==> src/rtl/pix_cond_pkg.sv <==
package pix_cond_pkg;
  parameter int CHAN_W   = 8;
  parameter int NARROW_W = 6;
  parameter int NUM_CTL  = 3;
  localparam int COLOR_W = 3 * CHAN_W;

  // one delayed pixel word
  typedef struct packed {
    logic [COLOR_W-1:0] color;
    logic [NUM_CTL-1:0] ctl;
    logic               err;
  } pixStage_t;

  // strobes from control to datapath
  typedef struct packed {
    logic               goodWord;
    logic               clearAll;
    logic [NUM_CTL-1:0] ctlLoad;
  } condStrobes_t;
endpackage

==> src/rtl/pix_cond_control.sv <==
module pix_cond_control
  import pix_cond_pkg::*;
#(
  parameter int FILT_LEN = 3
) (
  input  logic                              awake,
  input  logic [COLOR_W-1:0]                inColor,
  input  logic [NUM_CTL-1:0]                inCtl,
  input  logic                              inParity,
  input  logic [FILT_LEN-1:0][NUM_CTL-1:0]  ctlHist,
  output condStrobes_t                      strb
);
  logic [NUM_CTL-1:0] allHigh;
  logic [NUM_CTL-1:0] allLow;

  always_comb begin
    allHigh = '1;
    allLow  = '1;
    for (int k = 0; k < FILT_LEN; k++) begin
      allHigh = allHigh & ctlHist[k];
      allLow  = allLow & ~ctlHist[k];
    end
  end

  always_comb begin
    strb.goodWord = ^{inColor, inCtl, inParity};
    strb.clearAll = !awake;
    strb.ctlLoad  = allHigh | allLow;
  end
endmodule

==> src/rtl/pix_cond_datapath.sv <==
module pix_cond_datapath
  import pix_cond_pkg::*;
#(
  parameter int FILT_LEN = 3
) (
  input  logic                              clk,
  input  logic                              rstN,
  input  logic                              mode24,
  input  logic [COLOR_W-1:0]                inColor,
  input  logic [NUM_CTL-1:0]                inCtl,
  input  condStrobes_t                      strb,
  output logic [FILT_LEN-1:0][NUM_CTL-1:0]  ctlHist,
  output logic [COLOR_W-1:0]                outColor,
  output logic [NUM_CTL-1:0]                outCtl,
  output logic                              errOut
);
  localparam int LAST = FILT_LEN - 1;

  pixStage_t          pipe [FILT_LEN];
  logic [COLOR_W-1:0] lastColor;
  logic [NUM_CTL-1:0] lastCtl;
  logic [COLOR_W-1:0] mapped;

  generate
    for (genvar k = 0; k < FILT_LEN; k++) begin : g_hist
      assign ctlHist[k] = pipe[k].ctl;
    end
    for (genvar ch = 0; ch < 3; ch++) begin : g_chan
      assign mapped[ch*CHAN_W +: CHAN_W] = mode24
        ? pipe[LAST].color[ch*CHAN_W +: CHAN_W]
        : {{(CHAN_W-NARROW_W){1'b0}}, pipe[LAST].color[ch*CHAN_W +: NARROW_W]};
    end
  endgenerate

  always_ff @(posedge clk) begin
    if (!rstN || strb.clearAll) begin
      for (int k = 0; k < FILT_LEN; k++) pipe[k] <= '0;
      lastColor <= '0;
      lastCtl   <= '0;
      outColor  <= '0;
      outCtl    <= '0;
      errOut    <= 1'b0;
    end else begin
      if (strb.goodWord) begin
        lastColor <= inColor;
        lastCtl   <= inCtl;
      end
      pipe[0].color <= strb.goodWord ? inColor : lastColor;
      pipe[0].ctl   <= strb.goodWord ? inCtl : lastCtl;
      pipe[0].err   <= !strb.goodWord;
      for (int k = 1; k < FILT_LEN; k++) pipe[k] <= pipe[k-1];
      outColor <= mapped;
      errOut   <= pipe[LAST].err;
      for (int i = 0; i < NUM_CTL; i++)
        if (strb.ctlLoad[i]) outCtl[i] <= pipe[0].ctl[i];
    end
  end
endmodule

==> src/rtl/pixel_out_conditioner.sv <==
module pixel_out_conditioner
  import pix_cond_pkg::*;
#(
  parameter int FILT_LEN = 3
) (
  input  logic               clk,
  input  logic               rstN,
  input  logic               awake,
  input  logic               mode24,
  input  logic [COLOR_W-1:0] inColor,
  input  logic               inDe,
  input  logic               inVs,
  input  logic               inHs,
  input  logic               inParity,
  output logic [CHAN_W-1:0]  outRed,
  output logic [CHAN_W-1:0]  outGreen,
  output logic [CHAN_W-1:0]  outBlue,
  output logic               outDe,
  output logic               outVs,
  output logic               outHs,
  output logic               errOut
);
  condStrobes_t                     strb;
  logic [FILT_LEN-1:0][NUM_CTL-1:0] ctlHist;
  logic [COLOR_W-1:0]               outColor;
  logic [NUM_CTL-1:0]               outCtl;

  pix_cond_control #(.FILT_LEN(FILT_LEN)) i_ctrl (
    .awake   (awake),
    .inColor (inColor),
    .inCtl   ({inDe, inVs, inHs}),
    .inParity(inParity),
    .ctlHist (ctlHist),
    .strb    (strb)
  );

  pix_cond_datapath #(.FILT_LEN(FILT_LEN)) i_data (
    .clk     (clk),
    .rstN    (rstN),
    .mode24  (mode24),
    .inColor (inColor),
    .inCtl   ({inDe, inVs, inHs}),
    .strb    (strb),
    .ctlHist (ctlHist),
    .outColor(outColor),
    .outCtl  (outCtl),
    .errOut  (errOut)
  );

  assign {outRed, outGreen, outBlue} = outColor;
  assign {outDe, outVs, outHs}       = outCtl;
endmodule

==> config.mk <==
export PLATFORM = sky130hd
export DESIGN_NAME = pixel_out_conditioner
export DESIGN_NICKNAME = d
export VERILOG_FILES = /design/src/rtl/pix_cond_pkg.sv /design/src/rtl/pix_cond_control.sv /design/src/rtl/pix_cond_datapath.sv /design/src/rtl/pixel_out_conditioner.sv
export SDC_FILE = /design/constraint.sdc
export NUM_CORES = 1
export LEC_CHECK = 0
export BUFFER_PORTS_ARGS = -buffer_cell sky130_fd_sc_hd__buf_4
export CAP_MARGIN = 20
export CORE_ASPECT_RATIO = 0.5
export CORE_MARGIN = 2
export CORE_UTILIZATION = 54
export CTS_CLUSTER_DIAMETER = 80
export DETAILED_ROUTE_END_ITERATION = 8
export GPL_TIMING_DRIVEN = 0
export PLACE_DENSITY = 0.88
export RECOVER_POWER = 100
export SYNTH_ARGS = -nofsm -noshare
export SYNTH_HDL_FRONTEND = slang
export SYNTH_SLANG_ARGS = --single-unit
==> constraint.sdc <==
create_clock -name clk -period 1.96 [get_ports clk]
set_input_delay 0.294 -clock clk [delete_from_list [all_inputs] [get_ports clk]]
set_output_delay 0.294 -clock clk [all_outputs]
set_load 0.05 [all_outputs]
**After elaboration in Yosys (flattened, before gate mapping)**

Memory sizes are Yosys's and may differ from the RTL's.
Index checks and enable logic that the tools add are counted.

- Register bits: 55
- Bits in latches: 0
- Bits in writable memories: 84
- Bits in read-only memories: 0
- Input port bits: 32
- Output and inout port bits: 28
- Word-level logic and storage cells: 39
- Memories: 1

Memories:

| name | words | bits a word | read ports | clocked after memory_dff | wr ports | line | text |
|---|---|---|---|---|---|---|---|
| i_data.pipe | 3 | 28 | 3 | 0 | 3 | pix_cond_datapath.sv:19 | `pixStage_t pipe [FILT_LEN];` |

- Add/subtract/negate cells: 0
- Multiply operators: 0
- Div/mod/pow operators: 0
- $lt $le $gt $ge: 0
- Eq/ne operators: 0
- Shift-type cells: 0
- Multiplexer cells: 10
- Bitwise logic cells: 14
- Reduce and logical (&&, ||, !) cells: 6

Operators by type and width:

| operator | count |
|---|---|
| $mux 28 | 2 |
| $mux 24 | 2 |
| $reduce_xor 28->1 | 1 |
| $and 3x3->3 | 4 |
| $not 3->3 | 3 |
| $mux 3 | 2 |
| $or 1x1->1 | 5 |
| $mux 1 | 4 |
| $logic_not 1->1 | 3 |
| $or 3x3->3 | 1 |
| $reduce_or 2->1 | 1 |
| $logic_or 1x1->1 | 1 |
| $not 1->1 | 1 |

**Logic depth before layout (Yosys ltp)**

- Depth after elaboration: 5
- Gate-level depth with buffers: 7
- Depth with buffers taken out: 5

**Cells and area by module**

From an unflattened synthesis, not the netlist that was laid out.

- Cells, all modules: 315
- Area total of the unflattened synthesis: 3669.8 sq um

Modules (own cells, without submodules):

| module | instances | cells each | area each (sq um) | sequential area each (sq um) |
|---|---|---|---|---|
| pix_cond_datapath | 1 | 280 | 3367.0 | 2242.2 |
| pix_cond_control | 1 | 35 | 302.8 | 0.0 |

**Worst setup path after synthesis**

OpenSTA, ideal clock, no wires.

- Path kind: input port to flip-flop
- Start point: in inHs
- End point: reg i_data.lastColor[10]
- Library setup time: 0.072 ns
- Arrival: 1.676 ns
- Data required time: 1.888 ns
- Slack: 0.212 ns
- Stages: 7
- Path buffers: 2
- Path through: xnor2_1 > xnor2_1 > xnor3_1 > xnor3_1 > buf_6 > buf_8 > mux2i_1

- Longest elaborated chain between the ends: 2

Ends and longest elaborated chain:

| item | line | text |
|---|---|---|
| from (decl) | pixel_out_conditioner.sv:13 | `input logic inHs,` |
| $reduce_xor 28->1 | pix_cond_control.sv:26 | `strb.goodWord = ^{inColor, inCtl, inParity};` |
| $mux 24 | -- |  |
| to (signal assigned) | pix_cond_datapath.sv:45 | `lastColor <= inColor;` |
| to (decl) | pix_cond_datapath.sv:20 | `logic [COLOR_W-1:0] lastColor;` |

No other way between the ends.
A chain may end at the register's enable or synchronous reset.

**Worst setup path in the final report**

- Start point: in inHs
- End point: reg i_data.lastColor[13]

Same word-level chain as after synthesis.

==> reports/qor.txt <==
CTS Buf Count -> 9
core area -> 0.00626 mm2
Starting Density -> 57.4%
Final period util -> 87.7%
Post-Synth Simple-Gate Area -> 15.7%
largest net degree at the start of global routing -> 19
post-synthesis mux area share -> 7.53%
slowest cell delay on critical path -> 0.44 ns
Die Y -> 61.7 um
clock transition at the registers of the reported paths -> 0.07 ns
hpwl dp -> 4600 um
CTS Buffer Depth -> 2
Worst slew margin -> 58.3%
Syn Inst Count -> 334
Post-CTS Setup Inserts -> 0
routability congestion estimate from global placement -> 0.783
reg2reg start -> i_data.pipe[0][30]$_SDFF_PP0_
gr ovfl total -> 0
maximum VDD drop -> 668 uV
total of max-cap violations -> 0
CP max FO -> 10
Stages on worst setup path -> 8
largest family of logic cells by synthesized area -> simple AND/OR/NAND/NOR gates
ANT nets after route -> 0
Critical Path AT -> 1.99 ns
RSZ-0062 raised after global routing -> false
endpoint class of the critical path -> flip-flop
sw frac -> 25.3%
area grow syn2layout -> 21.9%
drt wl/cell -> 13.3 um
sequential area share after synthesis -> 62.4%
CTS tree -> yes
Synth Area in Compound Gates -> 1.46%
Setup Viol. Count Final -> 0
full die area -> 0.00736 mm2
status -> complete, no violations
Net Count, Synth -> 366
Register Area -> 0.00224 mm2
power density over the cells -> 1360 mW/mm2
Worst Skew -> 0.00660 ns
ANT cells -> 0
Multi-input gate area -> 0.00114 mm2
placed instance area -> 0.00414 mm2
r2r setup slk -> 1.21 ns
routed vias -> 2385
I/O pin count -> 60
Tot GR Track Use -> 19.5%
vias in the first global route -> 2260
initial antenna violation count -> 0
final WL -> 6600 um
Int Pwr -> 4450 uW
Leak Pwr -> 0.00222 uW
Setup TNS -> 0 ns
Pre-antenna DRT Iters -> 4
Final Hold Viols -> 0
reg-to-reg endpoint -> i_data.outCtl[1]$_SDFFE_PP0P_
Adder-Cell Fraction of Synth Area -> 0%
post-cts resize count -> 0
FF+latch count, synth -> 112
Worst Path Buf+Inv -> 3
slowest CP cell -> xnor3_1
Avg Synthesized Cell Area -> 10.8 um2
Seq pwr share -> 42.6%
CP Launch Point -> inHs
deepest level of the CTS H-tree -> 3
synthesis warning total -> 0
worst skew pair latency -> 0.34 ns
post-synth design cell area -> 0.00359 mm2
WP data required -> 2.23 ns
# clock sinks -> 112
DRC errors left -> 0
CP Launch Type -> primary input
clock power share -> 34.1%
Hold-fix buffers, CTS -> 0
CP Class -> in2reg
reg2reg path depth -> 2
Slew @ Worst Pin -> 0.629 ns
xor/xnor share of the synthesized area -> 7.07%
Die W -> 119 um
nets@finish -> 436
Yosys cell types -> 17
f_max -> 582 MHz
CP Cell Sequence -> clkbuf_1 > xnor2_1 > xnor2_1 > xnor3_1 > xnor3_1 > buf_6 > buf_8 > mux2i_1
share of layout cells above drive strength 1 -> 12.0%
CP endpoint -> i_data.lastColor[13]$_SDFFE_PP0P_
DR vias/cell -> 4.80
Crit path max-delay family -> XOR/XNOR gates
Comb pwr share -> 23.3%
Slew Limit Fails -> 0
number of filler cells placed in the layout -> 478
Tmin final -> 1.72 ns
switching pwr -> 1510 uW
hold crit path type -> in2reg
First DRT Iteration DRCs -> 152
Rows -> 20
first-pass GRT wire length -> 10600 um
final instance area -> 0.00438 mm2
CTS root buf -> clkbuf_16
I/O Buffers -> 59
[worst min-delay path by stage]
stage,start,end,cells past startpoint
4_1_cts,inColor[23],i_data.pipe[0][27]$_SDFFE_PP0P_,3
2_1_floorplan,i_data.lastColor[0]$_SDFFE_PP0P_,i_data.pipe[0][32]$_SDFF_PP0_,2
3_5_place_dp,i_data.lastColor[2]$_SDFFE_PP0P_,i_data.pipe[0][34]$_SDFF_PP0_,2
6_report,inHs,i_data.lastCtl[0]$_SDFFE_PP0P_,3
5_1_grt,inHs,i_data.lastCtl[0]$_SDFFE_PP0P_,3
3_3_place_gp,i_data.lastColor[14]$_SDFFE_PP0P_,i_data.pipe[0][46]$_SDFF_PP0_,2
[power by group through the flow]
stage                     Clock, uW  Combinational [uW]  Sequential (uW)
after floorplan                   0                1140             2580
after global placement            0                1370             2580
after detailed placement          0                1380             2590
after CTS                      2070                1390             2540
after global routing           2150                1460             2560
final                          2030                1390             2540
[cells by family after synthesis]
family,after synthesis
multiplexers,27
buffers and inverters,47
XOR/XNOR,25
flip-flops,112
AND/OR/NAND/NOR,114
AO/OA/AOI/OAI,9
[worst reg2reg max path, delay by kind of cell (launching register included)]
kind,cells,cell delay [ns]
flops,1,0.32
compound gates,2,0.32
[state kept, by name, summed over array words and instances (netlist names)]
signal / cells
i_data.pipe: 59
i_data.lastColor: 23
i_data.errOut: 1
i_data.outCtl: 3
i_data.lastCtl: 2
i_data.outColor: 24
[routing by layer]
| metal | track usage [%] | vias to the layer above | share of wire [%] |
|---|---|---|---|
| li1 | - | 1213 | - |
| met1 | 22.4 | 1119 | 44 |
| met2 | 35.2 | 46 | 50 |
| met3 | 5.74 | 7 | 4.8 |
| met4 | 8.91 | 0 | 1.1 |
| met5 | 0 | - | 0 |
[Yosys cell counts]
master    instances  area, um2
nand2_1          58        218
o21ai_0           3       15.0
xnor2_2           1       16.3
inv_1            27        101
and2_1            1       6.26
xor2_1            1       8.76
xnor2_1          21        184
a21oi_1           3       15.0
nor2_1            1       3.75
and3_1           54        338
buf_6             1       11.3
clkbuf_1         17       63.8
dfxtp_1         112       2240
a21o_1            3       22.5
xnor3_1           2       45.0
buf_8             2       30.0
mux2i_1          27        270
[cell usage in the layout (no fill, tap or decap)]
master and instances:
inv_1 27, buf_8 2, clkbuf_1 47, clkinvlp_4 1, xnor2_2 1, clkbuf_16 9, mux2i_1 27, a21oi_1 3
a21o_1 3, o21ai_0 3, xnor2_1 21, clkinv_4 2, bufinv_16 3, nor2_1 1, and3_1 54, xnor3_1 2
xor2_1 1, and2_0 1, buf_4 29, dfxtp_1 112, clkinv_2 1, nand2_1 58, buf_6 1
[metrics by stage]
step	setup WS [ns]	util, %	instances	hold WS, ns	power (uW)
after floorplan	0.212	-	334	0.404	3710
after global placement	-0.115	66.2	481	0.409	3940
after detailed placement	-0.128	66.2	481	0.415	3970
after CTS	0.217	71.8	497	0.206	6000
after global routing	0.121	70.0	497	0.210	6170
final	0.241	70.0	497	0.208	5960
[cell type report]
class	count	area share (%)
clock inverters	7	2.74
flip-flops and latches	112	51.2
multi-input cells	175	26.1
inverters	27	2.32
well taps	88	2.52
plain buffers	20	2.40
repair buffers	59	7.55
clock buffers	9	5.15
Note: power is estimated with default switching activity, not from simulation.
